--- config.mk ---
export PLATFORM = sky130hd
export DESIGN_NAME = aperture_xlate
export DESIGN_NICKNAME = d
export VERILOG_FILES = /design/src/rtl/axl_pkg.sv /design/src/rtl/axl_cfg_regs.sv /design/src/rtl/axl_tlb.sv /design/src/rtl/axl_walker.sv /design/src/rtl/aperture_xlate.sv
export SDC_FILE = /design/constraint.sdc
export NUM_CORES = 1
export LEC_CHECK = 0
export BUFFER_PORTS_ARGS = -buffer_cell sky130_fd_sc_hd__buf_2
export CORE_ASPECT_RATIO = 1.1
export CORE_MARGIN = 2
export CORE_UTILIZATION = 50
export DETAILED_ROUTE_END_ITERATION = 12
export HOLD_SLACK_MARGIN = 0.03
export MAX_ROUTING_LAYER = met4
export PLACE_DENSITY = 0.71
export SLEW_MARGIN = 20
export SYNTH_ARGS = -nofsm -noshare
export SYNTH_HDL_FRONTEND = slang
export SYNTH_SLANG_ARGS = --single-unit
--- constraint.sdc ---
create_clock -name clk -period 9 [get_ports clk]
set_clock_uncertainty 0.15 [all_clocks]
set_input_delay 1.35 -clock clk [delete_from_list [all_inputs] [get_ports clk]]
set_output_delay 1.35 -clock clk [all_outputs]
set_load 0.02 [all_outputs]
--- src/rtl/axl_pkg.sv ---
package axl_pkg;
   typedef enum logic [1:0] {
      SEL_APER  = 2'd0,
      SEL_TABLE = 2'd1,
      SEL_CTRL  = 2'd2,
      SEL_STAT  = 2'd3
   } cfg_sel_e;

   typedef enum logic [1:0] {
      W_IDLE  = 2'd0,
      W_FETCH = 2'd1,
      W_WAIT  = 2'd2
   } walk_st_e;

   localparam int CTL_INVAL_BIT = 0;
   localparam int CTL_EN_BIT    = 8;
   localparam int CTL_RST_BIT   = 16;
   localparam int CTL_DIS_BIT   = 17;
endpackage

--- src/rtl/axl_cfg_regs.sv ---
module axl_cfg_regs
   import axl_pkg::*;
#(
   parameter int ADDR_W     = 32,
   parameter int AP_KEEP    = 4,
   parameter int PAGE_SHIFT = 12
) (
   input  logic                         clk,
   input  logic                         rst_n,
   input  logic                         cfg_wr,
   input  logic [1:0]                   cfg_sel,
   input  logic [ADDR_W-1:0]            cfg_wdata,
   output logic [ADDR_W-1:0]            cfg_rdata,
   input  logic                         busy,
   output logic [AP_KEEP-1:0]           ap_hi,
   output logic [ADDR_W-PAGE_SHIFT-1:0] tbl_pg,
   output logic [PAGE_SHIFT-1:0]        tbl_pages,
   output logic                         enable,
   output logic                         inval_stb,
   output logic                         rst_stb
);
   localparam int PG_W = ADDR_W - PAGE_SHIFT;

   if (ADDR_W <= CTL_DIS_BIT) begin : g_chk_width
      $error("axl_cfg_regs: ADDR_W too small for the control word");
   end
   if (AP_KEEP < 1 || AP_KEEP >= ADDR_W) begin : g_chk_keep
      $error("axl_cfg_regs: AP_KEEP out of range");
   end

   logic wr_ctrl;
   logic dis_q;
   logic [ADDR_W-1:0] ctl_rd;

   assign wr_ctrl   = cfg_wr && (cfg_sel == SEL_CTRL);
   assign inval_stb = wr_ctrl && cfg_wdata[CTL_INVAL_BIT];
   assign rst_stb   = wr_ctrl && cfg_wdata[CTL_RST_BIT];

   always_ff @(posedge clk or negedge rst_n) begin
      if (!rst_n) begin
         ap_hi     <= '0;
         tbl_pg    <= '0;
         tbl_pages <= '0;
         enable    <= 1'b0;
         dis_q     <= 1'b0;
      end else if (cfg_wr) begin
         case (cfg_sel)
            SEL_APER:  ap_hi <= cfg_wdata[ADDR_W-1 -: AP_KEEP];
            SEL_TABLE: begin
               tbl_pg    <= cfg_wdata[ADDR_W-1 -: PG_W];
               tbl_pages <= cfg_wdata[PAGE_SHIFT-1:0];
            end
            SEL_CTRL: begin
               enable <= cfg_wdata[CTL_EN_BIT];
               dis_q  <= cfg_wdata[CTL_DIS_BIT];
            end
            default: ;
         endcase
      end
   end

   always_comb begin
      ctl_rd              = '0;
      ctl_rd[CTL_EN_BIT]  = enable;
      ctl_rd[CTL_DIS_BIT] = dis_q;
   end

   always_comb begin
      case (cfg_sel)
         SEL_APER:  cfg_rdata = {ap_hi, {(ADDR_W-AP_KEEP){1'b0}}};
         SEL_TABLE: cfg_rdata = {tbl_pg, tbl_pages};
         SEL_CTRL:  cfg_rdata = ctl_rd;
         default:   cfg_rdata = {{(ADDR_W-1){1'b0}}, busy};
      endcase
   end
endmodule

--- src/rtl/axl_tlb.sv ---
module axl_tlb #(
   parameter int DEPTH = 4,
   parameter int TAG_W = 20,
   parameter int FRM_W = 20
) (
   input  logic             clk,
   input  logic             rst_n,
   input  logic             flush,
   input  logic             rr_clr,
   input  logic [TAG_W-1:0] lk_tag,
   output logic             lk_hit,
   output logic [FRM_W-1:0] lk_frm,
   input  logic             fill,
   input  logic [TAG_W-1:0] fill_tag,
   input  logic [FRM_W-1:0] fill_frm
);
   localparam int PTR_W = (DEPTH > 1) ? $clog2(DEPTH) : 1;

   if (DEPTH < 2 || DEPTH > 64) begin : g_chk_depth
      $error("axl_tlb: DEPTH must lie in 2..64");
   end

   logic [PTR_W-1:0]            rr_q;
   logic [DEPTH-1:0]            hit_vec;
   logic [DEPTH-1:0][FRM_W-1:0] frm_m;

   for (genvar i = 0; i < DEPTH; i++) begin : g_ent
      logic             v_q;
      logic [TAG_W-1:0] tag_q;
      logic [FRM_W-1:0] frm_q;
      logic             take;

      assign take = fill && !flush && (rr_q == PTR_W'(i));

      always_ff @(posedge clk or negedge rst_n) begin
         if (!rst_n)      v_q <= 1'b0;
         else if (flush)  v_q <= 1'b0;
         else if (take)   v_q <= 1'b1;
      end

      always_ff @(posedge clk) begin
         if (take) begin
            tag_q <= fill_tag;
            frm_q <= fill_frm;
         end
      end

      assign hit_vec[i] = v_q && (tag_q == lk_tag);
      assign frm_m[i]   = hit_vec[i] ? frm_q : '0;
   end

   always_comb begin
      lk_frm = '0;
      for (int i = 0; i < DEPTH; i++) lk_frm = lk_frm | frm_m[i];
   end
   assign lk_hit = |hit_vec;

   always_ff @(posedge clk or negedge rst_n) begin
      if (!rst_n)                rr_q <= '0;
      else if (rr_clr)           rr_q <= '0;
      else if (fill && !flush)   rr_q <= (rr_q == PTR_W'(DEPTH-1)) ? '0 : rr_q + 1'b1;
   end

   p_unique_hit_r6: assert property (@(posedge clk) disable iff (!rst_n) $onehot0(hit_vec))
      else $error("R6: more than one slot holds the same page");
endmodule

--- src/rtl/axl_walker.sv ---
module axl_walker
   import axl_pkg::*;
#(
   parameter int ADDR_W     = 32,
   parameter int AP_KEEP    = 4,
   parameter int PAGE_SHIFT = 12
) (
   input  logic                         clk,
   input  logic                         rst_n,
   input  logic                         soft_rst,
   input  logic                         flush,
   input  logic                         enable,
   input  logic [AP_KEEP-1:0]           ap_hi,
   input  logic [ADDR_W-PAGE_SHIFT-1:0] tbl_pg,
   input  logic [PAGE_SHIFT-1:0]        tbl_pages,
   input  logic                         req_valid,
   input  logic [ADDR_W-1:0]            req_addr,
   output logic                         req_ready,
   output logic                         rsp_valid,
   output logic                         rsp_err,
   output logic [ADDR_W-1:0]            rsp_addr,
   output logic [ADDR_W-PAGE_SHIFT-1:0] lk_tag,
   input  logic                         lk_hit,
   input  logic [ADDR_W-PAGE_SHIFT-1:0] lk_frm,
   output logic                         fill_en,
   output logic [ADDR_W-PAGE_SHIFT-1:0] fill_tag,
   output logic [ADDR_W-PAGE_SHIFT-1:0] fill_frm,
   output logic                         mem_rd_valid,
   input  logic                         mem_rd_ready,
   output logic [ADDR_W-1:0]            mem_rd_addr,
   input  logic                         mem_rdata_valid,
   input  logic [ADDR_W-1:0]            mem_rdata,
   output logic                         busy
);
   localparam int IDX_W  = ADDR_W - PAGE_SHIFT;
   localparam int NBYTES = ADDR_W / 8;
   localparam int ESZ_SH = $clog2(NBYTES);
   localparam int EPP_SH = PAGE_SHIFT - ESZ_SH;

   if (ADDR_W % 8 != 0) begin : g_chk_bytes
      $error("axl_walker: ADDR_W must be whole bytes");
   end
   if (PAGE_SHIFT + EPP_SH > ADDR_W) begin : g_chk_limit
      $error("axl_walker: table size limit does not fit ADDR_W");
   end

   walk_st_e          st_q;
   logic              stale_q;
   logic [IDX_W-1:0]  fidx_q;
   logic [PAGE_SHIFT-1:0] foff_q;
   logic [ADDR_W-1:0] faddr_q;

   logic [ADDR_W-1:0] off;
   logic [IDX_W-1:0]  idx;
   logic              oob;
   logic              accept;
   logic [ADDR_W-1:0] swapped;
   logic              ent_ok;
   logic [IDX_W-1:0]  ent_frm;
   logic [ADDR_W-1:0] lim;

   assign off = req_addr - {ap_hi, {(ADDR_W-AP_KEEP){1'b0}}};
   assign idx = off[ADDR_W-1:PAGE_SHIFT];
   assign lim = ADDR_W'(tbl_pages) << EPP_SH;
   assign oob = ADDR_W'(idx) >= lim;
   assign lk_tag = idx;

   for (genvar b = 0; b < NBYTES; b++) begin : g_swap
      assign swapped[8*b +: 8] = mem_rdata[8*(NBYTES-1-b) +: 8];
   end
   assign ent_ok  = swapped[0];
   assign ent_frm = swapped[ADDR_W-1:PAGE_SHIFT];

   logic unused_walk;
   assign unused_walk = ^{swapped[PAGE_SHIFT-1:1], off[PAGE_SHIFT-1:0]};

   assign req_ready    = (st_q == W_IDLE);
   assign accept       = req_valid && req_ready && !soft_rst;
   assign busy         = (st_q != W_IDLE);
   assign mem_rd_valid = (st_q == W_FETCH);
   assign mem_rd_addr  = faddr_q;

   assign fill_en  = (st_q == W_WAIT) && mem_rdata_valid && ent_ok && !stale_q && !flush && !soft_rst;
   assign fill_tag = fidx_q;
   assign fill_frm = ent_frm;

   always_ff @(posedge clk or negedge rst_n) begin
      if (!rst_n) begin
         st_q      <= W_IDLE;
         stale_q   <= 1'b0;
         fidx_q    <= '0;
         foff_q    <= '0;
         faddr_q   <= '0;
         rsp_valid <= 1'b0;
         rsp_err   <= 1'b0;
         rsp_addr  <= '0;
      end else begin
         rsp_valid <= 1'b0;
         if (flush && st_q != W_IDLE) stale_q <= 1'b1;
         if (soft_rst) begin
            st_q <= W_IDLE;
         end else begin
            case (st_q)
               W_IDLE: if (req_valid) begin
                  if (!enable || oob) begin
                     rsp_valid <= 1'b1;
                     rsp_err   <= 1'b1;
                     rsp_addr  <= '0;
                  end else if (lk_hit) begin
                     rsp_valid <= 1'b1;
                     rsp_err   <= 1'b0;
                     rsp_addr  <= {lk_frm, req_addr[PAGE_SHIFT-1:0]};
                  end else begin
                     st_q    <= W_FETCH;
                     stale_q <= 1'b0;
                     fidx_q  <= idx;
                     foff_q  <= req_addr[PAGE_SHIFT-1:0];
                     faddr_q <= {tbl_pg, {PAGE_SHIFT{1'b0}}} + (ADDR_W'(idx) << ESZ_SH);
                  end
               end
               W_FETCH: if (mem_rd_ready) st_q <= W_WAIT;
               W_WAIT: if (mem_rdata_valid) begin
                  st_q      <= W_IDLE;
                  rsp_valid <= 1'b1;
                  rsp_err   <= !ent_ok;
                  rsp_addr  <= ent_ok ? {ent_frm, foff_q} : '0;
               end
               default: st_q <= W_IDLE;
            endcase
         end
      end
   end

   p_off_err_r9: assert property (@(posedge clk) disable iff (!rst_n)
      accept && !enable |=> rsp_valid && rsp_err && !mem_rd_valid)
      else $error("R9: disabled request not refused at once");

   p_range_err_r2: assert property (@(posedge clk) disable iff (!rst_n)
      accept && enable && oob |=> rsp_valid && rsp_err && !mem_rd_valid)
      else $error("R2: out-of-range index not refused at once");

   p_hold_read_r3: assert property (@(posedge clk) disable iff (!rst_n)
      mem_rd_valid && !mem_rd_ready && !soft_rst |=> mem_rd_valid && $stable(mem_rd_addr))
      else $error("R3: table read dropped or changed before acceptance");

   p_busy_miss_r10: assert property (@(posedge clk) disable iff (!rst_n)
      accept && enable && !oob && !lk_hit |=> busy && !rsp_valid)
      else $error("R10: miss did not leave the walker busy");
endmodule

--- src/rtl/aperture_xlate.sv ---
module aperture_xlate #(
   parameter int ADDR_W     = 32,
   parameter int AP_KEEP    = 4,
   parameter int PAGE_SHIFT = 12,
   parameter int TLB_DEPTH  = 4
) (
   input  logic              clk,
   input  logic              rst_n,
   input  logic              cfg_wr,
   input  logic [1:0]        cfg_sel,
   input  logic [ADDR_W-1:0] cfg_wdata,
   output logic [ADDR_W-1:0] cfg_rdata,
   input  logic              req_valid,
   input  logic [ADDR_W-1:0] req_addr,
   output logic              req_ready,
   output logic              rsp_valid,
   output logic              rsp_err,
   output logic [ADDR_W-1:0] rsp_addr,
   output logic              mem_rd_valid,
   input  logic              mem_rd_ready,
   output logic [ADDR_W-1:0] mem_rd_addr,
   input  logic              mem_rdata_valid,
   input  logic [ADDR_W-1:0] mem_rdata
);
   localparam int IDX_W = ADDR_W - PAGE_SHIFT;

   logic [AP_KEEP-1:0]    ap_hi;
   logic [IDX_W-1:0]      tbl_pg;
   logic [PAGE_SHIFT-1:0] tbl_pages;
   logic                  enable, inval_stb, rst_stb, busy, flush;
   logic [IDX_W-1:0]      lk_tag, lk_frm, fill_tag, fill_frm;
   logic                  lk_hit, fill_en;

   assign flush = inval_stb || !enable;

   axl_cfg_regs #(.ADDR_W(ADDR_W), .AP_KEEP(AP_KEEP), .PAGE_SHIFT(PAGE_SHIFT)) u_cfg (
      .clk, .rst_n, .cfg_wr, .cfg_sel, .cfg_wdata, .cfg_rdata, .busy,
      .ap_hi, .tbl_pg, .tbl_pages, .enable, .inval_stb, .rst_stb
   );

   axl_tlb #(.DEPTH(TLB_DEPTH), .TAG_W(IDX_W), .FRM_W(IDX_W)) u_tlb (
      .clk, .rst_n, .flush, .rr_clr(rst_stb), .lk_tag, .lk_hit, .lk_frm,
      .fill(fill_en), .fill_tag, .fill_frm
   );

   axl_walker #(.ADDR_W(ADDR_W), .AP_KEEP(AP_KEEP), .PAGE_SHIFT(PAGE_SHIFT)) u_walk (
      .clk, .rst_n, .soft_rst(rst_stb), .flush, .enable, .ap_hi, .tbl_pg, .tbl_pages,
      .req_valid, .req_addr, .req_ready, .rsp_valid, .rsp_err, .rsp_addr,
      .lk_tag, .lk_hit, .lk_frm, .fill_en, .fill_tag, .fill_frm,
      .mem_rd_valid, .mem_rd_ready, .mem_rd_addr, .mem_rdata_valid, .mem_rdata, .busy
   );
endmodule

# Yosys cells after proc, flatten, opt, wreduce, memory -nomap -nowiden
# Cells that the tools add are included.
[classes]
n_mux = 46
n_lt_le_gt_ge = 1
bitwise_logic = 6
addsub = 3
eq_ne = 19
n_reduce_logical = 42
[op_table]
columns = ["op", "n"]
rows = [
  ["$mux 32", 5],
  ["$pmux 32 s3", 1],
  ["$eq 20x20->1", 4],
  ["$mux 20", 4],
  ["$pmux 32 s2", 1],
  ["$or 20x20->20", 3],
  ["$add 32x22->32", 1],
  ["$sub 32x32->32", 1],
  ["$mux 1", 23],
  ["$ge 20x22->1", 1],
  ["$logic_and 1x1->1", 18],
  ["$mux 2", 9],
  ["$reduce_and 5->1", 3],
  ["$reduce_bool 2->1", 7],
  ["$ne 3x2->1 const B", 4],
  ["$eq 2x2->1 const B", 4],
  ["$eq 2x1->1 const B", 3],
  ["$logic_not 2->1", 3],
  ["$ne 3x1->1 const B", 2],
  ["$pmux 2 s3", 1],
  ["$reduce_and 2->1", 3],
  ["$logic_not 1->1", 5],
  ["$ne 2x2->1 const B", 2],
  ["$pmux 1 s2", 2],
  ["4 further kinds", 7],
]
[totals]
inputBits = 104
regBits = 305
out_inout_bits = 100

# Logic depth before layout (Yosys ltp)
[depth]
ltp_word = 11
ltp_mapped = 14
depth_no_buf = 13

# By module
# A second synthesis with hierarchy kept.
[unflattened]
hier_cells = 1034
area_unflattened_um2 = 13963.4
[by_module_without_submodules]
columns = ["module", "cells_each", "area_each_um2", "seq_area_each_um2", "n_inst"]
rows = [
  ["axl_tlb", 435, 6934.2, 4954.8, 1],
  ["axl_walker", 470, 5153.7, 2227.1, 1],
  ["axl_cfg_regs", 128, 1869.3, 950.9, 1],
  ["aperture_xlate", 1, 6.3, 0.0, 1],
]

# Worst setup path before layout
# No wires, ideal clock.
[synth_path]
path_type = "input port to flip-flop"
start = "input port req_addr[30]"
end = "register u_walk.rsp_err"
arrival_time_ns = 4.268
setup_ns = 0.125
slack_ns = 4.457
path_stages = 12
path_buffers = 1
cell_sequence = "ha_1 -> a21o_1 -> a31oi_4 -> xnor2_1 -> ha_1 -> a211oi_1 -> o311ai_0 -> o21ai_0 -> a21boi_1 -> clkbuf_1 -> nor2_1 -> mux2_2"
[synth_between]
elab_chain_cells = 6
word_cells_on_any_way = 17
classes_between = "add/sub: 1; order compare: 1; eq/ne: 5; mux: 3; reduce/logical: 7"
[synth_rtl]
columns = ["item", "line_no", "source"]
rows = [
  ["start, declared", "aperture_xlate.sv:14", "input logic [ADDR_W-1:0] req_addr,"],
  ["$sub 32x32->32 (*)", "axl_walker.sv:62", "assign off = req_addr - {ap_hi, {(ADDR_W-AP_KEEP){1'b0}}};"],
  ["named net lk_tag[19]", "aperture_xlate.sv:31", "logic [IDX_W-1:0] lk_tag, lk_frm, fill_tag, fill_frm;"],
  ["$ge 20x22->1 or $eq 20x20->1 (tied branches)", "axl_walker.sv:65, axl_tlb.sv:48", ""],
  ["$logic_or 1x1->1 or $logic_and 1x1->1 (tied branches)", "axl_walker.sv:105, axl_tlb.sv:48", ""],
  ["$mux 1 or $reduce_or 4->1 (tied branches)", "axl_walker.sv:105, axl_tlb.sv:56", ""],
  ["$mux 1 or $ne 3x1->1 (tied branches)", "n/a", ""],
  ["$pmux 1 s2 or $reduce_and 5->1 (tied branches)", "n/a", ""],
  ["end signal, assigned", "axl_walker.sv:125", "rsp_err <= !ent_ok;"],
  ["end, declared", "axl_walker.sv:20", "output logic rsp_err,"],
]
# Mark *: on every way through the listed nets, which the timed path passes. The rest lies on a longest branch. The select of a mux whose other input is x is not followed.
# A chain may end at the register's enable or synchronous reset.

# Worst setup path in the final report
[layout_path]
start = "input port req_addr[30]"
end = "register u_walk.fidx_q[17] (netlist: u_walk.fill_tag[17])"
[layout_between]
elab_chain_cells = 6
word_cells_on_any_way = 15
classes_between = "add/sub: 1; order compare: 1; eq/ne: 4; bitwise: 2; reduce/logical: 7"
[layout_rtl]
columns = ["item", "line_no", "source"]
rows = [
  ["$sub 32x32->32 (*)", "axl_walker.sv:62", ""],
  ["named net lk_tag[19]", "aperture_xlate.sv:31", ""],
  ["branches (longest 4 deep; another with $ge 20x22->1)", "n/a", ""],
  ["$reduce_and 5->1 (no source line) (*)", "n/a", ""],
  ["end signal, assigned", "axl_walker.sv:116", "fidx_q <= idx;"],
  ["end, declared", "axl_walker.sv:49", "logic [IDX_W-1:0] fidx_q;"],
]
# Mark *: on every way through the listed nets, which the timed path passes.

==> impl_metrics.yaml <==
finish:
  area_delta_synth_final_pct: 16.01
  nets: 1269
  final_util: 0.5868
  fin_cells: 1522
  fillers: 2158
  drive_gt1_frac: 0.3310
synth:
  synth_top_family_by_area: "multiplexers"
  avgSynthCellArea_um2: 13.93
  syn_inst: 973
  synth_cell_types: 57
  synth_compound_area_frac: 0.06304
  ys_warn_count: 0
  seq_area_frac_synth: 0.6000
  synth_edf_count: 160
  synthArstFlopShare: 0.4539
  synth.ff_latch_count: 293
  syn_area_um2: 13560
  synthMuxAreaShare: 0.1158
  synth_fa_ha_area_frac: 0.02788
  synthXorXnorAreaFrac: 0.06821
  synthSimpleGateAreaFrac: 0.08298
  synthFlopType: "edfxtp_1"
grt:
  grt_pass1_wl_um: 49110
  overflow: 0
  antenna_found_initial: 5
  grt_max_degree: 81
  grt_pass1_vias: 8918
  grt.total_usage: 0.2275
hold_path:
  worstHoldPathType: "flip-flop to flip-flop"
flow_run:
  max_cap_viol_count: 0
floorplan:
  core_um2: 26800
  io_pins: 204
  die_w_um: 161.0
  die_height_um: 176.7
  dieArea_um2: 28450
  num_rows: 63
  start_util: 0.5058
place:
  placed_cells: 1461
  gp_congestion: 0.8618
  place.port_buffers: 190
  post-dp-hpwl_um: 20610
  post-place-ws_ns: 2.974
setup_path:
  crit_type: "primary input to flip-flop"
  r2r_setup_slack_ns: 4.06
  cp_data_required_time_ns: 9.29
  worstSetupStartpointType: "primary input"
  cp.arrival_ns: 5.72
  crit_fanout: 32
  endpoint_kind: "flip-flop"
sta:
  rsz0062_at_grt: "no"
  relSlewSlack: 0.2731
  fin_tns_setup_ns: 0
  worst_slew_pin_slew_ns: 1.089
  max_freq_mhz: 184.1
  min_period_ns: 5.432
  setup-violations-final: 0
  hold_viol: 0
  setup_ws_ns: 3.568
  slew_viol_final: 0
  min_period_over_period: 0.6036
  timing.hold.ws_ns: 0.3318
clock_network:
  cts_resized: 0
  cts_max_path_buffers: 3
  clk_latency_ns: 0.56
  cts_max_level: 1
  clk_pin_slew_ns: 0.06
  hold_buffers: 0
  cts-root-buf: "clkbuf_16"
  clock_sinks: 293
  cts_setup_buffers: 0
  cts_tree: "yes"
  numCtsBuffers: 30
pwr:
  peakVddDrop_mv: 0.1893
  power.density_nw_per_um2: 276.4
  clkPwrFrac: 0.280
  leakagePower_uw: 0.006556
  seqPwrFrac: 0.428
  p_int_uw: 2971
  power.switching_uw: 1375
  comb_power_share: 0.292
  swShare: 0.3164
drt:
  drt_iter0_drc: 429
  wl_per_cell_um: 20.55
  vias: 8513
  via_per_inst: 5.593
  finalWirelength_um: 31280
  drc: 0
  drtPass1Iterations: 4
  ant_nets: 0
status:
  outcome: "completed"
[flip-flops by register name, summed over array words and instances, names as in the netlist]
register            count
u_cfg.ap_hi             4
u_cfg.dis_q             1
u_cfg.enable            1
u_cfg.tbl_pages        12
u_cfg.tbl_pg           20
u_tlb.g_ent.frm_q      80
u_tlb.g_ent.tag_q      80
u_tlb.g_ent.v_q         4
u_tlb.rr_q              2
u_walk.fill_tag        20
u_walk.foff_q          12
u_walk.mem_rd_addr     20
u_walk.rsp_addr        32
u_walk.rsp_err          1
u_walk.rsp_valid        1
u_walk.st_q             2
u_walk.stale_q          1
[per-layer routing]
metal	GRT usage	routed length [µm]	up-vias
met5	-	0	-
met4	0.07143	692	0
met3	0.03772	1993	54
met2	0.3752	15440	291
met1	0.2911	13150	4247
li1	-	-	3921
[logic make-up (layout without fill, tap and decap cells)]
family          after synthesis  after routing
xor+xnor                     98             98
other cells                   1              7
fa+ha+maj                    29             29
buf+inv                     124            310
mux                         124            124
simple gates                198            198
compound gates              106            106
flops                       293            293
[synth_stat cells, types with 9 or more instances]
cell | instances | area [µm²]
nand2_1 | 17 | 63.81
and2_1 | 30 | 187.7
buf_4 | 15 | 112.6
inv_1 | 48 | 180.2
mux2_4 | 48 | 720.7
mux2_2 | 71 | 799.5
nor2_1 | 31 | 116.4
dfrtp_1 | 133 | 3328
xor2_1 | 9 | 78.83
xnor2_1 | 84 | 735.7
a22o_1 | 34 | 297.8
nand3_1 | 10 | 50.05
nand4_1 | 77 | 481.7
edfxtp_1 | 160 | 4805
o2111ai_1 | 20 | 175.2
clkbuf_1 | 51 | 191.4
ha_1 | 27 | 337.8
[critical path: stages]
cell and delay (ns):
buf_2 0.10, ha_1 0.38, a21o_1 0.24, a31oi_4 0.33, xnor2_1 0.27, ha_1 0.32, a211oi_1 0.28, o311ai_0 0.19
o21ai_0 0.57, and3b_4 0.65, buf_4 0.59, mux2_2 0.40
[placed cells by master (no fill, tap or decap), drive strengths merged, types with 3 or more instances in the layout]
master | netlist | layout
a21oi | 8 | 8
and3 | 6 | 6
nor4 | 5 | 5
mux2i | 5 | 5
ha | 27 | 27
nand4 | 77 | 77
nor3 | 4 | 4
o31ai | 3 | 3
o211ai | 3 | 3
nand3 | 10 | 10
clkinv | 0 | 10
xor2 | 9 | 9
o2111ai | 20 | 20
o21ai | 9 | 9
xnor2 | 85 | 85
inv | 48 | 49
clkbuf | 51 | 42
a21o | 8 | 8
mux2 | 119 | 119
a211oi | 4 | 4
and2 | 30 | 30
buf | 25 | 206
nor2 | 31 | 31
nor3b | 4 | 4
dfrtp | 133 | 133
xor3 | 3 | 3
nand2 | 17 | 17
edfxtp | 160 | 160
nor2b | 7 | 7
diode | 0 | 5
a22o | 34 | 34
[stage by stage]
stage / power, µW / instance area, µm²
floorplan: 2802 / 13560
global placement: 3126 / 14740
detailed placement: 3157 / 14740
CTS: 4379 / 15710
global route: 4556 / 15730
finish: 4347 / 15730
[area by class of cell]
| class | count | area (µm²) | area share |
|---|---|---|---|
| sequential | 293 | 8133 | 0.5171 |
| clock buffer | 42 | 847.1 | 0.05386 |
| clock inverter | 14 | 118.9 | 0.007558 |
| multi-input combinational | 557 | 4907 | 0.3120 |
| antenna | 5 | 12.51 | 0.0007956 |
| timing repair buffer | 206 | 1081 | 0.06874 |
| inverter | 48 | 180.2 | 0.01146 |
| tap | 357 | 446.7 | 0.02840 |
[worst paths after layout]
path / start / end / depth (start not counted)
min: u_tlb.g_ent[0].v_q$_DFFE_PN0P_ / u_tlb.g_ent[0].v_q$_DFFE_PN0P_ / 1
max: req_addr[30] / u_walk.fill_tag[17]$_DFFE_PN0P_ / 12
max in group asynchronous: rst_n / u_cfg.tbl_pages[7]$_DFFE_PN0P_ / 2
min in group asynchronous: rst_n / u_walk.rsp_addr[13]$_DFFE_PN0P_ / 1
min reg2reg: u_tlb.g_ent[0].v_q$_DFFE_PN0P_ / u_tlb.g_ent[0].v_q$_DFFE_PN0P_ / 1
max reg2reg: u_cfg.ap_hi[2]$_DFFE_PN0P_ / u_walk.fill_tag[17]$_DFFE_PN0P_ / 12
[power by group through the flow]
| stage | clock network [µW] | logic, µW | registers, µW |
|---|---|---|---|
| final | 1220 | 1270 | 1860 |
| after global routing | 1290 | 1370 | 1890 |
| after CTS | 1240 | 1280 | 1860 |
| after detailed placement | 0 | 1270 | 1890 |
| after floorplan | 0 | 863 | 1940 |
| after global placement | 0 | 1250 | 1880 |
(Power assumes the default switching activity.)
